### config.mk
export PLATFORM = sky130hd
export DESIGN_NAME = bank_wrap_sw
export DESIGN_NICKNAME = d
export VERILOG_FILES = /design/src/rtl/bank_wrap_pkg.sv /design/src/rtl/bank_wrap_match.sv /design/src/rtl/bank_wrap_stage.sv /design/src/rtl/bank_wrap_reg.sv /design/src/rtl/bank_wrap_sw.sv
export SDC_FILE = /design/constraint.sdc
export NUM_CORES = 1
export LEC_CHECK = 0
export CAP_MARGIN = 0
export CORE_MARGIN = 2
export CORE_UTILIZATION = 60
export CTS_BUF_LIST = sky130_fd_sc_hd__clkbuf_16
export DETAILED_ROUTE_END_ITERATION = 6
export DONT_BUFFER_PORTS = 1
export HOLD_SLACK_MARGIN = 0.15
export PLACE_DENSITY = 0.83
export REMOVE_ABC_BUFFERS = 1
export SLEW_MARGIN = 20
export SYNTH_ARGS = -nofsm -noshare
export SYNTH_HDL_FRONTEND = slang
export SYNTH_HIERARCHICAL = 1
export SYNTH_SLANG_ARGS = --single-unit
### constraint.sdc
create_clock -name clk_i -period 2.4 [get_ports clk_i]
set_input_delay 0.12 -clock clk_i [delete_from_list [all_inputs] [get_ports clk_i]]
set_output_delay 0.12 -clock clk_i [all_outputs]
set_load 0.01 [all_outputs]
### src/rtl/bank_wrap_pkg.sv
package bank_wrap_pkg;
  typedef struct packed {
    logic top;   // address all-ones
    logic zero;  // address all-zeros
    logic pre;   // address one below top
  } addr_hit_t;
endpackage

### src/rtl/bank_wrap_match.sv
module bank_wrap_match
  import bank_wrap_pkg::*;
#(
  parameter int ADDR_W = 16
) (
  input  logic [ADDR_W-1:0] addr_i,
  output addr_hit_t         hit_o
);
  localparam logic [ADDR_W-1:0] TOP_A = '1;
  localparam logic [ADDR_W-1:0] PRE_A = TOP_A - 1'b1;

  always_comb begin
    hit_o.top  = (addr_i == TOP_A);
    hit_o.zero = (addr_i == '0);
    hit_o.pre  = (addr_i == PRE_A);
  end
endmodule

### src/rtl/bank_wrap_stage.sv
module bank_wrap_stage #(
  parameter int          DATA_W   = 8,
  parameter logic [7:0]  HDR_CODE = 8'h80
) (
  input  logic              clk_i,
  input  logic              rst_ni,
  input  logic              cyc_vld_i,
  input  logic              rd_i,
  input  logic              top_i,
  input  logic              pre_i,
  input  logic              harden_i,
  input  logic [DATA_W-1:0] data_i,
  output logic [DATA_W-1:0] stg_data_o,
  output logic              stg_arm_o
);
  logic hdr_seen_q, stg_vld_q, stg_ok_q;
  logic [DATA_W-1:0] stg_q;
  logic hdr_now;

  assign hdr_now = rd_i && pre_i && (data_i == DATA_W'(HDR_CODE));

  always_ff @(posedge clk_i or negedge rst_ni) begin
    if (!rst_ni) begin
      hdr_seen_q <= 1'b0;
      stg_vld_q  <= 1'b0;
      stg_ok_q   <= 1'b0;
      stg_q      <= '0;
    end else if (cyc_vld_i) begin
      hdr_seen_q <= hdr_now;
      if (rd_i && top_i) begin
        stg_q     <= data_i;
        stg_vld_q <= 1'b1;
        stg_ok_q  <= !harden_i || hdr_seen_q;
      end else begin
        stg_vld_q <= 1'b0;
      end
    end
  end

  assign stg_data_o = stg_q;
  assign stg_arm_o  = stg_vld_q && stg_ok_q;

  AST_STAGE_ON_TOP: assert property (@(posedge clk_i) disable iff (!rst_ni)
    (cyc_vld_i && rd_i && top_i) |=> (stg_vld_q && stg_q == $past(data_i)));
  AST_HARDEN_BLOCKS: assert property (@(posedge clk_i) disable iff (!rst_ni)
    (cyc_vld_i && rd_i && top_i && harden_i && !hdr_seen_q) |=> !stg_arm_o);
  AST_IDLE_HOLDS_STAGE: assert property (@(posedge clk_i) disable iff (!rst_ni)
    !cyc_vld_i |=> ($stable(stg_vld_q) && $stable(stg_q)));
endmodule

### src/rtl/bank_wrap_reg.sv
module bank_wrap_reg #(
  parameter int BANK_W = 8
) (
  input  logic              clk_i,
  input  logic              rst_ni,
  input  logic              commit_i,
  input  logic [BANK_W-1:0] new_bank_i,
  output logic [BANK_W-1:0] bank_o,
  output logic              upd_o
);
  logic [BANK_W-1:0] bank_q;
  logic upd_q;

  always_ff @(posedge clk_i or negedge rst_ni) begin
    if (!rst_ni) begin
      bank_q <= '0;
      upd_q  <= 1'b0;
    end else begin
      upd_q <= commit_i && (new_bank_i != bank_q);
      if (commit_i) bank_q <= new_bank_i;
    end
  end

  assign bank_o = bank_q;
  assign upd_o  = upd_q;

  AST_PULSE_ON_CHANGE: assert property (@(posedge clk_i) disable iff (!rst_ni)
    upd_q |-> (bank_q != $past(bank_q)));
  AST_PULSE_SINGLE: assert property (@(posedge clk_i) disable iff (!rst_ni)
    upd_q |=> (!upd_q || !$stable(bank_q)));
endmodule

### src/rtl/bank_wrap_sw.sv
module bank_wrap_sw
  import bank_wrap_pkg::*;
#(
  parameter int ADDR_W = 16,
  parameter int DATA_W = 8
) (
  input  logic              clk_i,
  input  logic              rst_ni,
  input  logic              cyc_vld_i,
  input  logic              rnw_i,
  input  logic [ADDR_W-1:0] addr_i,
  input  logic [DATA_W-1:0] data_i,
  input  logic              harden_i,
  output logic [DATA_W-1:0] bank_o,
  output logic              bank_upd_o
);
  addr_hit_t hit;
  logic [DATA_W-1:0] stg_data;
  logic stg_arm, commit;

  bank_wrap_match #(.ADDR_W(ADDR_W)) u_match (
    .addr_i(addr_i), .hit_o(hit)
  );

  bank_wrap_stage #(.DATA_W(DATA_W)) u_stage (
    .clk_i(clk_i), .rst_ni(rst_ni), .cyc_vld_i(cyc_vld_i), .rd_i(rnw_i),
    .top_i(hit.top), .pre_i(hit.pre), .harden_i(harden_i), .data_i(data_i),
    .stg_data_o(stg_data), .stg_arm_o(stg_arm)
  );

  assign commit = cyc_vld_i && rnw_i && hit.zero && stg_arm;

  bank_wrap_reg #(.BANK_W(DATA_W)) u_reg (
    .clk_i(clk_i), .rst_ni(rst_ni), .commit_i(commit), .new_bank_i(stg_data),
    .bank_o(bank_o), .upd_o(bank_upd_o)
  );

  AST_ZERO_READ_ONLY: assert property (@(posedge clk_i) disable iff (!rst_ni)
    !(cyc_vld_i && rnw_i && addr_i == '0) |=> $stable(bank_o));
  AST_WRITE_NO_COMMIT: assert property (@(posedge clk_i) disable iff (!rst_ni)
    (cyc_vld_i && !rnw_i) |=> $stable(bank_o));
  AST_IDLE_NO_COMMIT: assert property (@(posedge clk_i) disable iff (!rst_ni)
    !cyc_vld_i |=> ($stable(bank_o) && !bank_upd_o));
endmodule

# Word-level counts from Yosys, hierarchy flattened
# Cells that the tools add are included.
[op_classes]
n_addsub = 0
n_mul = 0
n_eq_ne = 4
n_reduce_logical = 12
magnitude_cmp = 0
n_bitwise = 0
shift = 0
div = 0
mux = 1
[ops]
columns = ["op", "count"]
rows = [
  ["equality test 16 bit, second input constant", 2],
  ["zero test 16 bit", 1],
  ["equality test 8 bit, second input constant", 1],
  ["logical AND 1 bit", 8],
  ["inequality test 8 bit", 1],
  ["AND reduction 2 bit", 1],
  ["zero test 1 bit", 1],
  ["logical OR 1 bit", 1],
  ["2-to-1 mux 1 bit", 1],
]
[word_totals]
mem_count = 0
ramBits = 0
reg_bits = 20
latchBits = 0
out_inout_bits = 9
mem_bits_ro = 0

# Depth between registers and ports, before layout
[depth]
ltp_word = 4
mapped_depth = 6
depth_no_buf = 5

# Modules after synthesis
# Netlist, hierarchy kept.
[modules_own_cells]
columns = ["module", "instances", "area_each_um2", "cells_each", "seq_area_each_um2"]
rows = [
  ["bank_wrap_stage", 1, 439.2, 31, 275.3],
  ["bank_wrap_reg", 1, 410.4, 29, 225.2],
  ["bank_wrap_match", 1, 80.1, 12, 0.0],
  ["bank_wrap_sw", 1, 8.8, 1, 0.0],
]

# Worst setup path before layout
# Ideal clock, no wire load.
[synth_path]
path_type = "input-to-reg"
startpoint = "input addr_i[4]"
endpoint = "register u_reg.bank_q[0] (netlist: u_reg/bank_o[0])"
setup_time_ps = 125
path_slack_ps = 1052
stages = 5
arrival_ps = 1224
path_cell_list = "nor4_1 and4_1 and4_1 buf_2 mux2_2"
[synth_rtl]
columns = ["item", "line_no", "text"]
rows = [
  ["start, declared", "bank_wrap_sw.sv:11", "input logic [ADDR_W-1:0] addr_i,"],
  ["end signal, assigned", "bank_wrap_reg.sv:20", "if (commit_i) bank_q <= new_bank_i;"],
  ["end, declared", "bank_wrap_reg.sv:11", "logic [BANK_W-1:0] bank_q;"],
]

# Worst setup path after layout
[layout_path]
startpoint = "register u_stage.stg_vld_q"
endpoint = "register u_reg.bank_q[4] (netlist: u_reg/bank_o[4])"
[layout_via]
elab_chain_len = 2
[layout_lines]
columns = ["item", "line_no", "text"]
rows = [
  ["start, declared", "bank_wrap_stage.sv:16", "logic hdr_seen_q, stg_vld_q, stg_ok_q;"],
  ["start signal, assigned", "bank_wrap_stage.sv:25", "stg_vld_q <= 1'b0;"],
  ["start signal, assigned", "bank_wrap_stage.sv:32", "stg_vld_q <= 1'b1;"],
  ["start signal, assigned", "bank_wrap_stage.sv:35", "stg_vld_q <= 1'b0;"],
  ["logical AND 1 bit", "bank_wrap_stage.sv:41", "assign stg_arm_o = stg_vld_q && stg_ok_q;"],
  ["via stg_arm", "bank_wrap_sw.sv:19", "logic stg_arm, commit;"],
  ["logical AND 1 bit", "bank_wrap_sw.sv:31", "assign commit = cyc_vld_i && rnw_i && hit.zero && stg_arm;"],
  ["via commit", "bank_wrap_sw.sv:19", ""],
]
# The timed path passes the listed nets, and every way through them passes these cells.
# A chain may end at the register's enable or synchronous reset.

==> flow_metrics.env <==
export IMPL_ant_nets=0
export IMPL_maximum_single_stage_delay_on_the_critical_path_ns=0.43
export IMPL_grt_remaining_overflow=0
export IMPL_worst_skew_pair_late_latency_ns=0.25
export IMPL_syn_area_um2=938
export IMPL_path_cells="and2_1, and4_1, mux2_2"
export IMPL_yosysSeqAreaShare_pct=53.3
export IMPL_slew_viol_final=0
export IMPL_number_of_enable_flip_flop_cells_after_synthesis=0
export IMPL_synth_most_common_cell="sky130_fd_sc_hd__dfrtp_1"
export IMPL_finalNetCount=116
export IMPL_cts_hold_fix_buffers=11
export IMPL_critical_path_arrival_ns=1.53
export IMPL_port_buffer_count=0
export IMPL_static_leakage_nw=0.563
export IMPL_synth_largest_area_cell="sky130_fd_sc_hd__dfrtp_1"
export IMPL_starting_drt_drc_count=16
export IMPL_worst_setup_path_end_kind="flop"
export IMPL_hold_class="in2reg"
export IMPL_timing_hold_worst_start="data_i[4]"
export IMPL_hold_violations=0
export IMPL_crit_reg2reg_launch="u_stage/stg_vld_q"
export IMPL_root_buffer="sky130_fd_sc_hd__clkbuf_16"
export IMPL_cp_required_ns=2.53
export IMPL_yosysUniqueCellTypes=16
export IMPL_cts_root_to_sink_buffers=2
export IMPL_grt_max_degree=21
export IMPL_via_count_of_the_first_global_routing_pass=679
export IMPL_drive_gt1_share_pct=23.5
export IMPL_power_ir_vdd_worst_mv=0.625
export IMPL_yosysWarningCount=6
export IMPL_pre_cts_slack_ns=0.845
export IMPL_globalplace_congestion=0.732
export IMPL_startpoint="u_stage/stg_vld_q"
export IMPL_dieArea_um2=1900
export IMPL_cts_resized_gates=0
export IMPL_cts_buffers=3
export IMPL_setup_violations_final=0
export IMPL_post_dp_hpwl_um=1260
export IMPL_holdWs_ns=0.226
export IMPL_synth_top_cells_by_count="20 x sky130_fd_sc_hd__dfrtp_1, 17 x sky130_fd_sc_hd__mux2_2, 9 x sky130_fd_sc_hd__nor4_1"
export IMPL_maximum_clock_frequency_mhz=714
export IMPL_avgSynthCellArea_um2=12.9
export IMPL_grt_antenna_before_repair=0
export IMPL_timing_max_slew_rel_slack_pct=40.1
export IMPL_route_vias_total=653
export IMPL_grt_pass1_wl_um=3150
export IMPL_crit_path_top_delay_cell="sky130_fd_sc_hd__and4_1"
export IMPL_synthCells=73
export IMPL_power_per_cell_area_nw_per_um2=617
export IMPL_drt_wirelength_per_cell_um=19.3
export IMPL_utilization_pct=76.1
export IMPL_timing_critical_path_fanout_max=9
export IMPL_fin_skew_ns=0.00272
export IMPL_worst_slew_pin_transition_ns=0.895
export IMPL_setup_worst_path_start_class="flop"
export IMPL_grt_use_total_pct=23.0
export IMPL_timing_final_crit_share_pct=58.3
export IMPL_drt_vias_per_instance=6.47
export IMPL_ys_dominant_reg_cell="sky130_fd_sc_hd__dfrtp_1"
export IMPL_timing_final_crit_period_ns=1.40
export IMPL_clock_tree_from_tritoncts="yes"
export IMPL_synthTopCellsByArea="sky130_fd_sc_hd__dfrtp_1 53%, sky130_fd_sc_hd__mux2_2 20%, sky130_fd_sc_hd__xor2_1 7.5%"
export IMPL_synth_top_cell_area_share_pct=53.3
export IMPL_area_delta_synth_final_pct=20.8
export IMPL_cts_clk_slew_worst_paths_ns=0.05
export IMPL_placement_rows=14
export IMPL_crit_path_buffers_inverters=0
export IMPL_routed_wl_um=1950
export IMPL_outcome="complete, no violations"
export IMPL_fin_ws_ns=1.00
export IMPL_die_extent_in_x_um=43.5
export IMPL_die_height_um=43.5
export IMPL_start_util_pct=63.0
export IMPL_antenna_cells_inserted=0
export IMPL_timing_setup_critical_path_class="reg2reg"
export IMPL_ys_async_sr_fraction_pct=100
export IMPL_core_um2=1490
export IMPL_postCtsSetupRepairBufs=0
export IMPL_setup_repair_after_global_routing_missed_its_margin="false"
export IMPL_drcViolationCount=0
export IMPL_setup_total_negative_slack_ns=0
export IMPL_drv_max_cap_violation_count=0
export IMPL_number_of_h_tree_levels=1
export IMPL_synth_seq_cells=20
export IMPL_pin_count=38
export IMPL_cts_sinks=20
export IMPL_cp_top_family="simple AND/OR/NAND/NOR gates"
export IMPL_drt_pass1_iterations=4
path summary, 6_finish.rpt:
check	slack, ns	to	cells after the start
hold / removal	0.23	u_stage/hdr_seen_q	2
setup / recovery	1.0	u_reg/bank_o[4]	3
hold reg to reg	0.48	u_stage/stg_ok_q	2
setup reg to reg	1.0	u_reg/bank_o[4]	3
max in group asynchronous	1.41	u_stage/stg_vld_q	1
min in group asynchronous	0.44	u_reg/bank_o[2]	1
metrics by stage:
| stage | instance area (um^2) | std cells | power [mW] |
|---|---|---|---|
| finish | 1130 | 101 | 0.699 |
| global route | 1130 | 101 | 0.712 |
| CTS | 1130 | 101 | 0.701 |
| detailed placement | 948 | 87 | 0.349 |
| global placement | 948 | 87 | 0.348 |
| floorplan | 928 | 71 | 0.348 |
kinds of logic (layout without fill, tap and decap cells):
family | after synthesis | in the layout | synth area share (%)
AND/OR/NAND/NOR | 22 | 22 | 15.5
flip-flops | 20 | 20 | 53.3
multiplexers | 17 | 17 | 20.4
XOR/XNOR | 8 | 8 | 7.47
AO/OA/AOI/OAI | 3 | 3 | 1.87
buffers and inverters | 3 | 15 | 1.47
layout make-up:
| class | count | area, um^2 |
|---|---|---|
| Sequential cell | 20 | 500 |
| Multi-Input combinational cell | 50 | 424 |
| Fill cell | 95 | 355 |
| Timing Repair Buffer | 11 | 110 |
| Clock buffer | 3 | 75.1 |
| Tap cell | 16 | 20.0 |
| Inverter | 1 | 3.75 |
power by group:
part           switching [mW]  internal [mW]  leakage (nW)  total, mW
sequential          0.0000237          0.338         0.280      0.338
combinational          0.0110         0.0153         0.246     0.0263
clock                   0.116          0.219        0.0370      0.335
total                   0.127          0.572         0.563      0.699
sequential cells by signal, indices dropped and copies added (netlist names):
name / flops
u_stage/stg_vld_q: 1
u_reg/bank_o: 8
u_stage/hdr_seen_q: 1
u_stage/stg_data_o: 8
u_stage/stg_ok_q: 1
u_reg/upd_o: 1
cell usage in the layout (no fill, tap or decap):
cell / count
sky130_fd_sc_hd__dfrtp_1: 20
sky130_fd_sc_hd__mux2_2: 17
sky130_fd_sc_hd__dlygate4sd3_1: 11
sky130_fd_sc_hd__nor4_1: 9
sky130_fd_sc_hd__xor2_1: 8
sky130_fd_sc_hd__nand4_1: 4
sky130_fd_sc_hd__clkbuf_16: 3
sky130_fd_sc_hd__and4_1: 2
sky130_fd_sc_hd__nand4b_1: 2
sky130_fd_sc_hd__o21ai_0: 2
sky130_fd_sc_hd__a21boi_1: 1
sky130_fd_sc_hd__and2_1: 1
sky130_fd_sc_hd__nand3_1: 1
sky130_fd_sc_hd__or4_1: 1
sky130_fd_sc_hd__inv_1: 1
sky130_fd_sc_hd__nor2b_1: 1
sky130_fd_sc_hd__nand2_1: 1
metal layers:
metal  vias up  global-route usage [%]  share of wire (%)
met5         -                       0                  0
met3         2                    4.58                5.8
met1       318                    30.6                 42
met2        33                    37.9                 51
li1        300                       -                  -
met4         0                    7.27               0.93
No activity file was read; power rests on OpenSTA's default activity.
